<file path="src/rtl/stpc_pkg.sv">
package stpc_pkg;
  typedef enum logic [1:0] {
    ACT_NEXT  = 2'd0,
    ACT_NMI   = 2'd1,
    ACT_MASK  = 2'd2,
    ACT_RESET = 2'd3
  } resume_e;

  typedef enum logic [1:0] {
    KEY_IDLE = 2'd0,
    KEY_HALF = 2'd1,
    KEY_OPEN = 2'd2
  } key_e;

  localparam logic SEL_KEY = 1'b0;
  localparam logic SEL_CTL = 1'b1;
endpackage

</file>
<file path="src/rtl/stpc_unlock.sv">
module stpc_unlock
  import stpc_pkg::*;
#(
  parameter int KW = 4,
  parameter logic [KW-1:0] KEY_A = 4'h5,
  parameter logic [KW-1:0] KEY_B = 4'hA
) (
  input  logic          clk,
  input  logic          rst,
  input  logic          wr,
  input  logic [KW-1:0] nib,
  input  logic          clr,
  output logic          armed
);
  key_e st, st_n;

  always_comb begin
    st_n = st;
    if (clr) begin
      st_n = KEY_IDLE;
    end else if (wr) begin
      if (nib == KEY_A) begin
        st_n = KEY_HALF;
      end else if (nib == KEY_B && st == KEY_HALF) begin
        st_n = KEY_OPEN;
      end else begin
        st_n = KEY_IDLE;
      end
    end
  end

  always_ff @(posedge clk) begin
    if (rst) st <= KEY_IDLE;
    else     st <= st_n;
  end

  assign armed = (st == KEY_OPEN);


  key_open_chk: assert property (@(posedge clk) disable iff (rst)
    (wr && !clr && st == KEY_HALF && nib == KEY_B) |=> armed);


  key_drop_chk: assert property (@(posedge clk) disable iff (rst)
    (wr && st != KEY_HALF) |=> !armed);
endmodule

</file>
<file path="src/rtl/stpc_wake.sv">
module stpc_wake
  import stpc_pkg::*;
#(
  parameter int NSRC = 4
) (
  input  logic            stopped,
  input  logic            pin_rst_n,
  input  logic            nmi,
  input  logic [NSRC-1:0] req,
  input  logic [NSRC-1:0] en,
  input  logic            mie,
  input  logic            lock,
  output logic            wake_now,
  output resume_e         act
);
  logic hit;

  always_comb begin
    hit      = |(req & en);
    wake_now = stopped & (~pin_rst_n | nmi | hit);
    if (!pin_rst_n)         act = ACT_RESET;
    else if (nmi)           act = ACT_NMI;
    else if (mie && !lock)  act = ACT_MASK;
    else                    act = ACT_NEXT;
  end
endmodule

</file>
<file path="src/rtl/stpc_edge.sv">
module stpc_edge (
  input  logic clk,
  input  logic rst,
  input  logic pin,
  input  logic en,
  input  logic rise_sel,
  input  logic level_mode,
  output logic det
);
  logic prev;

  always_ff @(posedge clk) begin
    if (rst) begin
      prev <= pin;
      det  <= 1'b0;
    end else begin
      prev <= pin;
      if (!en)             det <= 1'b0;
      else if (level_mode) det <= ~pin;
      else if (rise_sel)   det <= pin & ~prev;
      else                 det <= ~pin & prev;
    end
  end


  edge_single_chk: assert property (@(posedge clk) disable iff (rst)
    (det && !level_mode && !$past(level_mode) && $stable(rise_sel)) |=> !det);
endmodule

</file>
<file path="src/rtl/stop_pwr_ctl.sv">
module stop_pwr_ctl
  import stpc_pkg::*;
#(
  parameter int DW    = 8,
  parameter int KW    = 4,
  parameter int NSRC  = 4,
  parameter int NEXTI = 4
) (
  input  logic             clk,
  input  logic             rst,
  input  logic             wr_en,
  input  logic             wr_sel,
  input  logic [DW-1:0]    wr_data,
  input  logic             rst_pin_n,
  input  logic             nmi,
  input  logic [NSRC-1:0]  irq_req,
  input  logic [NSRC-1:0]  irq_en,
  input  logic             mie,
  input  logic             prio_mode,
  input  logic             ctx_nmi,
  input  logic             ctx_hi,
  input  logic [NEXTI-1:0] ext_int_n,
  input  logic [NEXTI-1:0] ext_edge_rise,
  input  logic             tmr_clk_pin,
  input  logic             tmr_ext_mode,
  input  logic             tmr_edge_rise,
  output logic             osc_en,
  output logic             core_clk_en,
  output logic             stp_bit,
  output logic             wake_pulse,
  output logic [1:0]       resume_act,
  output logic [NEXTI-1:0] ext_int_det,
  output logic             tmr_tick
);
  logic    key_wr, ctl_wr, armed, enter, key_clr, wake_now, stop_nxt;
  logic    stop_q, lock_q, osc_q, core_q, wake_q;
  resume_e act_q, act_nxt;
  logic    unused_bits;

  assign unused_bits = ^wr_data[DW-1:KW];

  assign key_wr  = wr_en && (wr_sel == SEL_KEY);
  assign ctl_wr  = wr_en && (wr_sel == SEL_CTL);
  assign enter   = ctl_wr && wr_data[0] && armed && !stop_q && rst_pin_n;
  assign key_clr = enter || !rst_pin_n;

  stpc_unlock #(.KW(KW)) u_key (
    .clk(clk), .rst(rst), .wr(key_wr), .nib(wr_data[KW-1:0]),
    .clr(key_clr), .armed(armed)
  );

  stpc_wake #(.NSRC(NSRC)) u_wake (
    .stopped(stop_q), .pin_rst_n(rst_pin_n), .nmi(nmi), .req(irq_req),
    .en(irq_en), .mie(mie), .lock(lock_q), .wake_now(wake_now), .act(act_nxt)
  );

  assign stop_nxt = stop_q ? !wake_now : enter;

  always_ff @(posedge clk) begin
    if (rst) begin
      stop_q <= 1'b0;
      lock_q <= 1'b0;
      osc_q  <= 1'b1;
      core_q <= 1'b1;
      wake_q <= 1'b0;
      act_q  <= ACT_NEXT;
    end else begin
      stop_q <= stop_nxt;
      osc_q  <= !stop_nxt;
      core_q <= !stop_nxt;
      wake_q <= stop_q && wake_now;
      if (enter) lock_q <= ctx_nmi | (prio_mode & ctx_hi);
      if (stop_q && wake_now) act_q <= act_nxt;
    end
  end

  genvar gi;
  generate
    for (gi = 0; gi < NEXTI; gi++) begin : g_ext
      stpc_edge u_ext (
        .clk(clk), .rst(rst), .pin(ext_int_n[gi]), .en(1'b1),
        .rise_sel(ext_edge_rise[gi]), .level_mode(stop_q), .det(ext_int_det[gi])
      );
    end
  endgenerate

  stpc_edge u_tmr (
    .clk(clk), .rst(rst), .pin(tmr_clk_pin), .en(tmr_ext_mode),
    .rise_sel(tmr_edge_rise & ~stop_q), .level_mode(1'b0), .det(tmr_tick)
  );

  assign osc_en      = osc_q;
  assign core_clk_en = core_q;
  assign stp_bit     = stop_q;
  assign wake_pulse  = wake_q;
  assign resume_act  = act_q;


  clk_off_chk: assert property (@(posedge clk) disable iff (rst)
    stop_q |-> (!osc_q && !core_q));


  key_used_chk: assert property (@(posedge clk) disable iff (rst)
    $rose(stop_q) |-> ($past(armed) && !armed));


  wake_one_chk: assert property (@(posedge clk) disable iff (rst)
    wake_q |=> !wake_q);


  nmi_wake_chk: assert property (@(posedge clk) disable iff (rst)
    (stop_q && rst_pin_n && nmi) |=> (wake_q && act_q == ACT_NMI && !stop_q));


  pin_wake_chk: assert property (@(posedge clk) disable iff (rst)
    (stop_q && !rst_pin_n) |=> (act_q == ACT_RESET && osc_q && !stop_q));


  stay_stopped_chk: assert property (@(posedge clk) disable iff (rst)
    (stop_q && rst_pin_n && !nmi && (irq_req & irq_en) == '0) |=> stop_q);


  lock_next_chk: assert property (@(posedge clk) disable iff (rst)
    (stop_q && rst_pin_n && !nmi && lock_q && (irq_req & irq_en) != '0)
      |=> act_q == ACT_NEXT);
endmodule

</file>
<file path="config.mk">
export PLATFORM = sky130hd
export DESIGN_NAME = stop_pwr_ctl
export DESIGN_NICKNAME = d
export VERILOG_FILES = /design/src/rtl/stpc_pkg.sv /design/src/rtl/stpc_unlock.sv /design/src/rtl/stpc_wake.sv /design/src/rtl/stpc_edge.sv /design/src/rtl/stop_pwr_ctl.sv
export SDC_FILE = /design/constraint.sdc
export NUM_CORES = 1
export LEC_CHECK = 0
export BUFFER_PORTS_ARGS = -buffer_cell sky130_fd_sc_hd__buf_4
export CAP_MARGIN = 10
export CORE_MARGIN = 4
export CORE_UTILIZATION = 30
export DETAILED_ROUTE_END_ITERATION = 10
export PLACE_DENSITY_LB_ADDON = 0.15
export SKIP_CTS_REPAIR_TIMING = 1
export SLEW_MARGIN = 20
export SYNTH_ARGS = -nofsm -noshare
export SYNTH_HDL_FRONTEND = slang
export SYNTH_HIERARCHICAL = 1
export SYNTH_SLANG_ARGS = --single-unit
</file>
<file path="constraint.sdc">
create_clock -name clk -period 1.9 [get_ports clk]
set_clock_uncertainty 0.1 [all_clocks]
set_input_delay 0.19 -clock clk [delete_from_list [all_inputs] [get_ports clk]]
set_output_delay 0.19 -clock clk [all_outputs]
set_load 0.01 [all_outputs]
</file>
* Word level (Yosys, flattened, before mapping)
Cells that the tools add are included.
Storage, ports and cells: flip-flop bits (word level) 18, bits of input ports 37, output and inout bits 11
Cells by class: equality and inequality tests 4, muxes and demuxes 15, bitwise gates (word level) 31, reduce and logical (&&, ||, !) cells 18
Operators by type and width (count):
- $not A1 Y1 | 14
- $and A1 B1 Y1 | 13
- $mux W1 | 10
- $mux W2 | 5
- $logic_and A1 B1 Y1 | 9
- $logic_not A1 Y1 | 5
- $and A4 B4 Y4 | 1
- $eq A4 B3 Y1 const B | 1
- $eq A4 B4 Y1 const B | 1
- $reduce_or A2 Y1 | 2
- $reduce_or A4 Y1 | 1
- $or A1 B1 Y1 | 3
- $eq A2 B1 Y1 const B | 1
- $eq A2 B2 Y1 const B | 1
- $logic_or A1 B1 Y1 | 1

* Depth between registers and ports, before layout
Gate-level depths: netlist (run 1).
depth in word-level cells 7, gate-level depth with buffers 5

* Modules after synthesis
The synthesis (run 1) kept the hierarchy.
By module, submodules not included:
- stpc_edge | times used 5, cells each 7, area each 76.3 µm²
- stop_pwr_ctl | times used 1, cells each 30, area each 252.7 µm²
- stpc_unlock | times used 1, cells each 10, area each 106.4 µm²
- stpc_wake | times used 1, cells each 8, area each 45.0 µm²

* Least setup slack after synthesis (run 1)
No wires, ideal clock.
path kind reg2reg, start point register stop_q (netlist: stp_bit), end point register act_q[0] (netlist: resume_act[0]), arrival 1120 ps, data required time 1682 ps, slack 562 ps, stages on the path, launching flop included 6, buffers on the path 0, path through dfxtp_1 inv_1 a41oi_1 nand2_1 nand2_1 a21oi_1
On the way: word-level cells in the longest chain between the ends 2
RTL lines:
- start: declaration | RTL line stop_pwr_ctl.sv:36 | logic stop_q, lock_q, osc_q, core_q, wake_q;
- start signal: assignment | RTL line stop_pwr_ctl.sv:68 | stop_q <= stop_nxt;
- $and A1 B1 Y1 | RTL line stpc_wake.sv:20 | wake_now = stopped & (~pin_rst_n | nmi | hit);
- via wake_now | RTL line stop_pwr_ctl.sv:35 | logic key_wr, ctl_wr, armed, enter, key_clr, wake_now, stop_nxt;
- $logic_and A1 B1 Y1 | RTL line stop_pwr_ctl.sv:73 | if (stop_q && wake_now) act_q <= act_nxt;
- end signal: assignment | RTL line stop_pwr_ctl.sv:73
- end: declaration | RTL line stop_pwr_ctl.sv:37 | resume_e act_q, act_nxt;
The timed path passes the listed nets, and every way through them passes these cells. A chain may end at the register's enable or synchronous reset.

* Final worst setup path (run 1)
start point register stop_q (netlist: stp_bit), end point output port stp_bit
RTL lines:
- end: declaration | RTL line stop_pwr_ctl.sv:29 | output logic stp_bit,
No word-level cell between the ends.

==> results.md, run 1 <==
| Metric | This run |
|---|---|
| Number of clock sinks seen by CTS | 18 |
| Run status | complete, no violations |
| Net count reported at finish | 177 |
| Avg Vias per Cell | 4.61 |
| Die span in y | 59.2 um |
| Layout cells sized above 1 | 36.2% |
| Sort of element at the end of the critical path | primary output |
| Max Cap Viol | 0 |
| Switching portion of total power | 21.9% |
| Count of vias placed by the detailed router | 774 |
| Start-to-end type of the worst setup path | flip-flop to primary output |
| Highest ir drop seen on vdd | 0.276 mV |
| Clock share of power | 27.0% |
| Total DRC errors in the routed layout | 0 |
| Overall routing resource usage | 11.3% |
| Fill cell total of the finished layout | 237 |
| Final Wtd Congestion | 0.693 |
| Post-CTS clock slew at the launch and capture registers of the worst setup and hold paths | 100 ps |
| Critical-path cell list | buf_4 -> buf_4 |
| Internal power of the cells | 0.000532 W |
| XOR/XNOR Fraction of Synth Area | 0% |
| Clock tree from TritonCTS | done |
| Worst stage delay on the critical path | 490 ps |
| Arithmetic-cell share of the synthesized area counting full adders, half adders and majority gates | 0% |
| HPWL Detailed | 1.47 mm |
| Final Non-Filler Cells | 168 |
| Clock latency on the worst-skew pair | 280 ps |
| Largest net degree at the start of global routing | 14 |
| Number of levels in the clock H-tree | 1 |
| Number of rows in the core area | 18 |
| Arrival time at the worst endpoint | 1120 ps |
| Largest fanout on the critical path | 9 |
| Part of the power in combinational logic | 15.8% |
| Power per Cell Area | 552 mW/mm^2 |
| Number of diodes added for antenna fixing | 0 |
| Routed wirelength normalized by instance count | 11.2 um |
| Die X-Extent | 59.2 um |
| Total power of the final layout | 0.000681 W |
| Input/output buffers | 43 |
| Fmax | 709 MHz |
| Fraction of the mapped netlist area in compound gates | 17.5% |
| Cts bufs inserted | 3 |
| Yosys warns | 6 |
| First-pass GRT wire length | 3.06 mm |
| Number of I/O pins | 48 |
| Critical Path Start Type | flip-flop |
| Critical Path RT | 1610 ps |
| Path type of the worst min-delay path | input port to flip-flop |
| Leading post-synthesis cells by cell area | sky130_fd_sc_hd__dfxtp_1 46%, sky130_fd_sc_hd__nand4bb_1 7.2%, sky130_fd_sc_hd__a21oi_1 6.4% |
| Final Routed Wirelength | 1.88 mm |
| Total of flip-flops plus latches after synthesis | 18 |
| Share of synthesized area spent on multiplexers | 1.27% |
| Antenna Nets Post-Route | 0 |
| Number of failing setup endpoints in the final timing report | 0 |
| RSZ-0062 raised after global routing | no |
| Synth-to-Final Area Change | 57.0% |
| Remaining global-route overflow | 0 |
| Drt pass-1 iters | 4 |
| Top cell type by total area after synthesis | sky130_fd_sc_hd__dfxtp_1 |
| Core outline area | 0.00248 sq mm |
| Leakage | 0.549 nW |
| Power dissipated by switching net loads | 0.000149 W |
| Gate count of the mapped netlist | 83 |
| Clock tree root driver cell | sky130_fd_sc_hd__clkbuf_4 |
| Most frequent cell on the critical path | sky130_fd_sc_hd__buf_4 |
| Via count of the first global-routing pass | 738 |
| Tcrit/Tclk final | 74.2% |
| DR iter-0 viols | 25 |
| Number of placed instances with taps included | 160 |
| Deepest clock path buffer count | 2 |
| Synthesized area divided by synthesized cell count | 9.47 sq um |
| Share of the yosys chip area belonging to registers | 45.9% |
| Sequential cell fraction of total power | 57.2% |
| Fraction of post-synthesis cell area in the top cell type by area | 45.9% |
| Cell with the largest stage delay on the worst path | sky130_fd_sc_hd__dfxtp_1 |
| Number of distinct library cells after synthesis | 27 |
| Hold Violations, Final | 0 |
| Dominant combinational cell family by area after synthesis | simple AND/OR/NAND/NOR gates |
| Footprint of the flip-flops and latches | 360 sq um |
| Number of antenna violations at the first check in global routing | 0 |
| Basic-gate share of the synthesized area counting and, or, nand and nor cells | 32.0% |
| Effective utilization at floorplan | 31.7% |
| Number of pins with negative max-slew slack in the final report | 0 |
| Synthesized area | 786 sq um |
| Area occupied by multi-input gates | 422 sq um |
| Accumulated negative setup slack | 0 ps |
| Time the final worst path needs with I/O delays and setup | 1410 ps |
| Overall die area | 0.00350 sq mm |
## power groups by stage
stage	Combinational, W	Clock [W]	Sequential (W)
floorplan	0.0000306	0	0.000399
global placement	0.0000973	0	0.000397
detailed placement	0.000100	0	0.000398
CTS	0.000100	0.000195	0.000389
global route	0.000119	0.000211	0.000391
finish	0.000108	0.000184	0.000389
## critical path, delay by kind of cell, from the launching register on
kind	cells	cell delay (ps)
buffers and inverters	2	350
DFF	1	490
## registers in the layout, summed over array words and instances (netlist names)
name              cells
g_ext.u_ext/prev      4
core_clk_en           1
u_tmr/prev            1
stp_bit               1
g_ext.u_ext/det       4
u_tmr/det             1
resume_act            2
wake_pulse            1
lock_q                1
u_key/st              2
## cell type report
type,count,area share (%)
multi-input combinational,65,34.2
timing repair buffer,49,30.8
sequential,18,29.2
tap,30,3.04
clock buffer,3,1.83
inverter,3,0.913
## kinds of logic (layout without fill, tap and decap cells)
group / Yosys count / in the layout
buffers and inverters: 4 / 55
flip-flops: 18 / 18
other: 2 / 6
AO/OA/AOI/OAI: 21 / 21
AND/OR/NAND/NOR: 37 / 37
multiplexers: 1 / 1
## worst paths after layout
path                                    start       endpoint  slack, ps  cells after the start
worst min register to register  resume_act[0]  resume_act[0]        370                      2
worst max-delay path                  stp_bit        stp_bit        490                      2
worst min-delay path             tmr_ext_mode      u_tmr/det         40                      3
worst max register to register        stp_bit  resume_act[0]        500                      5
## metrics by stage
stage | instance area, sq um | setup WS, ps | hold slack, ps | utilization [%]
after floorplan | 801 | 562 | 118 | -
after global placement | 1160 | 351 | 210 | 46.9
after detailed placement | 1160 | 325 | 212 | 46.9
after CTS | 1180 | 448 | -93.6 | 47.8
after global routing | 1230 | 358 | 34.7 | 49.8
final | 1230 | 490 | 39.6 | 49.8
## per-layer routing
layer | routed length (um) | global-route usage, % | vias to the layer above
met5 | 0 | 0 | -
met4 | 24 | 5.83 | 0
met3 | 150 | 1.74 | 2
met2 | 890 | 18.3 | 30
met1 | 810 | 14.5 | 342
li1 | - | - | 400
## synth_stat cells
cell type,n
sky130_fd_sc_hd__nand2b_1,6
sky130_fd_sc_hd__o31ai_1,1
sky130_fd_sc_hd__nand4b_1,1
sky130_fd_sc_hd__conb_1,2
sky130_fd_sc_hd__nor2b_1,7
sky130_fd_sc_hd__and4bb_2,1
sky130_fd_sc_hd__and2b_2,1
sky130_fd_sc_hd__nand3_1,2
sky130_fd_sc_hd__or2b_1,1
sky130_fd_sc_hd__nand4bb_1,5
sky130_fd_sc_hd__o21bai_1,5
sky130_fd_sc_hd__dfxtp_1,18
sky130_fd_sc_hd__a222oi_1,1
sky130_fd_sc_hd__mux2i_1,1
sky130_fd_sc_hd__and4b_2,1
sky130_fd_sc_hd__nand2_1,8
sky130_fd_sc_hd__and2_1,1
sky130_fd_sc_hd__buf_4,1
sky130_fd_sc_hd__inv_1,3
sky130_fd_sc_hd__a311oi_1,1
sky130_fd_sc_hd__a21o_1,1
sky130_fd_sc_hd__a211oi_1,1
sky130_fd_sc_hd__a21oi_1,10
sky130_fd_sc_hd__nor4bb_1,1
sky130_fd_sc_hd__nor2_1,1
sky130_fd_sc_hd__nor3_1,1
sky130_fd_sc_hd__a41oi_1,1
## cells in the final DEF (no fill, tap or decap), types with 5 or more instances in the layout
master and n:
sky130_fd_sc_hd__nand2b_1 6, sky130_fd_sc_hd__o21bai_1 5, sky130_fd_sc_hd__nor2b_1 7, sky130_fd_sc_hd__buf_4 44
sky130_fd_sc_hd__a21oi_1 10, sky130_fd_sc_hd__nand2_1 8, sky130_fd_sc_hd__dfxtp_1 18, sky130_fd_sc_hd__nand4bb_1 5
sky130_fd_sc_hd__dlygate4sd3_1 5, sky130_fd_sc_hd__conb_1 6
Power figures use the tool's default switching activity.
==> inputs of run 2 (changes only) <==
clock period = 1.3 ns   (was 1.9 ns; I/O delays follow)
==> run 2 against run 1 <==
  * Highest routed layer unchanged
  * Wire length grew 2.9%
  * First-iteration DRC count fell by 44%
  * Setup slack got worse by 410 ps
  * Core utilization rose by 1.5 points
==> results.md, run 2 (synthesis gave the netlist of run 1 again) <==
| Metric | This run |
|---|---|
| Run status | complete, no violations |
| Avg Vias per Cell | 4.60 |
| Commonest non-fill, non-tap cells in the layout | 45 x sky130_fd_sc_hd__buf_4, 16 x sky130_fd_sc_hd__dfxtp_1, 10 x sky130_fd_sc_hd__a21oi_1, 8 x sky130_fd_sc_hd__nand2_1 |
| Pre-CTS setup slack | -135 ps |
| Number of antenna violations at the first check in global routing | 0 |
| Critical Path RT | 1070 ps |
| Layout cells sized above 1 | 38.3% |
| Via count of the first global-routing pass | 757 |
| Number of diodes added for antenna fixing | 0 |
| Tcrit/Tclk final | 93.6% |
| Cell area reported after detailed placement | 0.00117 sq mm |
| Origin of the critical flop-to-flop path | u_key/st[1] |
| Start-to-end type of the worst setup path | flip-flop to primary output |
| Clock tree root driver cell | sky130_fd_sc_hd__clkbuf_4 |
| Total DRC errors in the routed layout | 0 |
| Hold Violations, Final | 0 |
| Power per Cell Area | 790 mW/mm^2 |
| DR iter-0 viols | 14 |
| Number of failing setup endpoints in the final timing report | 0 |
| Input/output buffers | 43 |
| Most frequent standard cell in the layout excluding fill and tap cells | sky130_fd_sc_hd__buf_4 |
| Routed wirelength normalized by instance count | 11.3 um |
| Overall routing resource usage | 11.7% |
| Number of I/O pins | 48 |
| HPWL Detailed | 1.45 mm |
| Endpoint of the worst register-to-register path | u_key/st[1] |
| Destination of the critical timing path | stp_bit |
| RSZ-0062 raised after global routing | yes |
| Path type of the worst min-delay path | input port to flip-flop |
| Antenna Nets Post-Route | 0 |
| Clock latency on the worst-skew pair | 290 ps |
| Number of buffer and inverter stages on the critical path | 2 |
| Time the final worst path needs with I/O delays and setup | 1220 ps |
| Number of clock sinks seen by CTS | 18 |
| Post-layout instance area | 0.00127 sq mm |
| Drt pass-1 iters | 4 |
| First-pass GRT wire length | 3.11 mm |
| Arrival time at the worst endpoint | 990 ps |
| Smallest setup slack after layout | 83.1 ps |
| Fin Hold WS | 30.0 ps |
| Synth-to-Final Area Change | 61.8% |
| Max Cap Viol | 0 |
| Clock tree from TritonCTS | done |
| Fmax | 822 MHz |
| Net count reported at finish | 180 |
| Cts bufs inserted | 3 |
| Critical Path Start Type | flip-flop |
| Post-CTS clock slew at the launch and capture registers of the worst setup and hold paths | 100 ps |
| Sort of element at the end of the critical path | primary output |
| Number of levels in the clock H-tree | 1 |
| Final Wtd Congestion | 0.711 |
| FF-to-FF setup slack | 110 ps |
| Gate family responsible for the most delay along the worst path | flip-flops |
| Highest ir drop seen on vdd | 0.392 mV |
| Leakage | 0.565 nW |
| Die span in y | 59.2 um |
| Largest fanout on the critical path | 13 |
| Most frequent cell on the critical path | sky130_fd_sc_hd__buf_4 |
| Biggest regs | g_ext.u_ext/det: 4 flops, g_ext.u_ext/prev: 4 flops |
| Number of rows in the core area | 18 |
| Number of stages on the worst setup path | 2 |
| Effective utilization at floorplan | 31.7% |
| Utilization of the core after routing | 51.3% |
| Overall die area | 0.00350 sq mm |
| Remaining global-route overflow | 0 |
| Deepest clock path buffer count | 2 |
| Number of pins with negative max-slew slack in the final report | 0 |
| Core outline area | 0.00248 sq mm |
| Critical-path cell list | buf_4 -> buf_4 |
| Largest net degree at the start of global routing | 14 |
| Final Routed Wirelength | 1.93 mm |
| Cell with the largest stage delay on the worst path | sky130_fd_sc_hd__dfxtp_2 |
| R2R cell count | 5 |
| Die X-Extent | 59.2 um |
| Count of vias placed by the detailed router | 787 |
| Start point of the critical path | stp_bit |
| Worst stage delay on the critical path | 370 ps |
-- run 2: layout make-up --
class / instances / area (sq um)
fill: 241 / 1210
multi-input combinational: 65 / 429
timing repair buffer: 52 / 408
sequential: 18 / 363
tap: 30 / 37.5
clock buffer: 3 / 22.5
inverter: 3 / 11.3
-- run 2: tightest hold or removal path, cell delays in order --
cell,delay [ps]
sky130_fd_sc_hd__buf_4,110
sky130_fd_sc_hd__nand4bb_1,80
sky130_fd_sc_hd__a21oi_1,50
-- run 2: per-layer routing --
metal	global-route usage (%)	vias up	share of wire (%)
met3	1.31	2	7.5
met4	6.80	0	1.2
li1	-	408	-
met5	0	-	0
met1	14.6	345	43
met2	19.2	32	48
-- run 2: worst min-delay path by stage --
stage	cells past startpoint	start	slack, ps	end
6_report	3	ext_edge_rise[0]	30	g_ext[0].u_ext/det
3_3_place_gp	1	ext_int_n[0]	150	g_ext[0].u_ext/prev
2_1_floorplan	0	ext_int_n[0]	60	g_ext[0].u_ext/prev
3_5_place_dp	1	ext_int_n[0]	150	g_ext[0].u_ext/prev
5_1_grt	3	ext_edge_rise[0]	20	g_ext[0].u_ext/det
4_1_cts	1	ext_int_n[1]	-160	g_ext[1].u_ext/prev
-- run 2: per-stage QoR --
| stage | total power [W] | setup TNS (ps) | cells |
|---|---|---|---|
| 6_report | 0.00100 | 0 | 171 |
| 5_1_grt | 0.00106 | -7.76 | 171 |
| 4_1_cts | 0.00101 | 0 | 164 |
| 3_5_place_dp | 0.000729 | -465 | 161 |
| 3_3_place_gp | 0.000723 | -319 | 161 |
| 2_1_floorplan | 0.000628 | 0 | 87 |
-- run 2: power by group --
part	internal, W	total (W)	switching, W
combinational	0.000110	0.000165	0.0000551
clock	0.000108	0.000270	0.000163
sequential	0.000564	0.000569	0.00000434
total	0.000781	0.00100	0.000222
==> inputs of run 3 (changes only) <==
CORE_MARGIN = not set   (was 4)
==> run 3 against run 2 <==
  * Setup slack about the same
  * Global-route usage rose by 2.6 points
  * Register-to-register slack worse by 30 ps
  * Clock power is 30% higher
  * Sequential share of layout area down 0.42 points
  * Cell count is 1.2% higher
  * Critical endpoint is now lock_q
  * Largest cell class unchanged
  * Highest routed layer is now met3
==> results.md, run 3 (synthesis gave the netlist of run 1 again) <==
| Metric | This run |
|---|---|
| Run status | complete, no violations |
| Remaining global-route overflow | 0 |
| Min-Delay Startpoint | ext_edge_rise[3] |
| Number of rows in the core area | 18 |
| Arrival time at the worst endpoint | 1330 ps |
| Input/output buffers | 43 |
| Critical-path cell list | nor2b_1 -> and4b_2 -> a21oi_1 -> a311oi_1 |
| Number of diodes added for antenna fixing | 0 |
| Cts bufs inserted | 3 |
| Origin of the critical flop-to-flop path | u_key/st[1] |
| Total DRC errors in the routed layout | 0 |
| Cell with the largest stage delay on the worst path | sky130_fd_sc_hd__dfxtp_2 |
| Final Wtd Congestion | 0.773 |
| Fill cell total of the finished layout | 249 |
| Overall routing resource usage | 14.3% |
| Most frequent standard cell in the layout excluding fill and tap cells | sky130_fd_sc_hd__buf_4 |
| HPWL Detailed | 1.38 mm |
| Count of vias placed by the detailed router | 778 |
| Avg Vias per Cell | 4.50 |
| Fin Hold WS | 13.7 ps |
| Critical Path RT | 1410 ps |
| Largest net degree at the start of global routing | 14 |
| Start-to-end type of the worst setup path | flip-flop to flip-flop |
| Commonest non-fill, non-tap cells in the layout | 46 x sky130_fd_sc_hd__buf_4, 16 x sky130_fd_sc_hd__dfxtp_1, 10 x sky130_fd_sc_hd__a21oi_1, 8 x sky130_fd_sc_hd__nand2_1 |
| Area occupied by multi-input gates | 427 sq um |
| Tcrit/Tclk final | 93.6% |
| Critical Path Start Type | flip-flop |
| Largest fanout on the critical path | 4 |
| Clock tree from TritonCTS | done |
| Number of antenna violations at the first check in global routing | 0 |
| First-pass GRT wire length | 2.90 mm |
| Deepest clock path buffer count | 2 |
| Number of levels in the clock H-tree | 1 |
| Via count of the first global-routing pass | 749 |
| Die span in y | 53.2 um |
| Fmax | 822 MHz |
| Biggest regs | g_ext.u_ext/det: 4 flops, g_ext.u_ext/prev: 4 flops |
| Max Cap Viol | 0 |
| Highest ir drop seen on vdd | 0.447 mV |
| Worst Hold Path Cells | 3 |
| Number of failing setup endpoints in the final timing report | 0 |
| Net count reported at finish | 181 |
| DR iter-0 viols | 11 |
| RSZ-0062 raised after global routing | yes |
| Footprint of the flip-flops and latches | 363 sq um |
| Overall die area | 0.00283 sq mm |
| Number of clock sinks seen by CTS | 18 |
| Die X-Extent | 53.2 um |
| Worst stage delay on the critical path | 350 ps |
| Endpoint of the worst hold-timing path | g_ext[3].u_ext/det |
| Hold Violations, Final | 0 |
| Core outline area | 0.00248 sq mm |
| Path type of the worst min-delay path | input port to flip-flop |
| Antenna Nets Post-Route | 0 |
| Clock tree root driver cell | sky130_fd_sc_hd__clkbuf_4 |
| Endpoint of the worst register-to-register path | lock_q |
| Layout cells sized above 1 | 39.2% |
| R2R cell count | 4 |
| Drt pass-1 iters | 6 |
| Sort of element at the end of the critical path | flip-flop |
| Power per Cell Area | 838 mW/mm^2 |
| Effective utilization at floorplan | 31.7% |
| Number of I/O pins | 48 |
| Time the final worst path needs with I/O delays and setup | 1220 ps |
| Routed wirelength normalized by instance count | 9.96 um |
| Clock latency on the worst-skew pair | 290 ps |
| Final Routed Wirelength | 1.72 mm |
| Post-CTS clock slew at the launch and capture registers of the worst setup and hold paths | 110 ps |
| Leakage | 0.577 nW |
| Number of pins with negative max-slew slack in the final report | 0 |
| Utilization of the core after routing | 52.1% |
| FF-to-FF setup slack | 80 ps |
| Synth-to-Final Area Change | 64.2% |
run 3: worst max path at each step:
| stage | startpoint | slack (ps) | end |
|---|---|---|---|
| 2_1_floorplan | irq_req[1] | 30 | core_clk_en |
| 3_3_place_gp | irq_req[1] | -110 | core_clk_en |
| 3_5_place_dp | irq_req[1] | -140 | core_clk_en |
| 4_1_cts | u_key/st[1] | 50 | lock_q |
| 5_1_grt | u_key/st[1] | -10 | lock_q |
| 6_report | u_key/st[1] | 80 | lock_q |
run 3: final cells by class:
type | count | area share [%]
multi-input cells | 65 | 33.1
clock buffers | 4 | 2.81
repair buffers | 53 | 32.2
inverters | 3 | 0.873
flip-flops and latches | 18 | 28.1
well taps | 30 | 2.91
run 3: metrics by stage:
| step | instances | cell area [sq um] | total power [W] | TNS [ps] | setup slack, ps |
|---|---|---|---|---|---|
| 2_1_floorplan | 87 | 802 | 0.000628 | 0 | 26.7 |
| 3_3_place_gp | 162 | 1180 | 0.000723 | -305 | -108 |
| 3_5_place_dp | 162 | 1180 | 0.000728 | -393 | -136 |
| 4_1_cts | 166 | 1210 | 0.00108 | 0 | 53.2 |
| 5_1_grt | 173 | 1290 | 0.00114 | -16.4 | -12.4 |
| 6_report | 173 | 1290 | 0.00108 | 0 | 83.5 |
run 3: per-layer routing:
layer  vias to the layer above  wire, um  track usage [%]  part of all wire, %
li1                        410         -                -                    -
met1                       342       775             15.1                   45
met2                        26       869             26.2                   50
met3                         0        78             2.59                  4.5
met4                         0         0             7.89                    0
met5                         -         0                0                    0
run 3: critical path: cells and delay by family (launching register included):
kind	cells	cell delay [ps]
AND/OR/NAND/NOR	2	380
flip-flops	1	350
AO/OA/AOI/OAI	2	310
run 3: power breakdown:
group	internal [W]	switching (W)
Sequential	0.000564	0.00000398
Clock	0.000171	0.000180
Combinational	0.000109	0.0000531
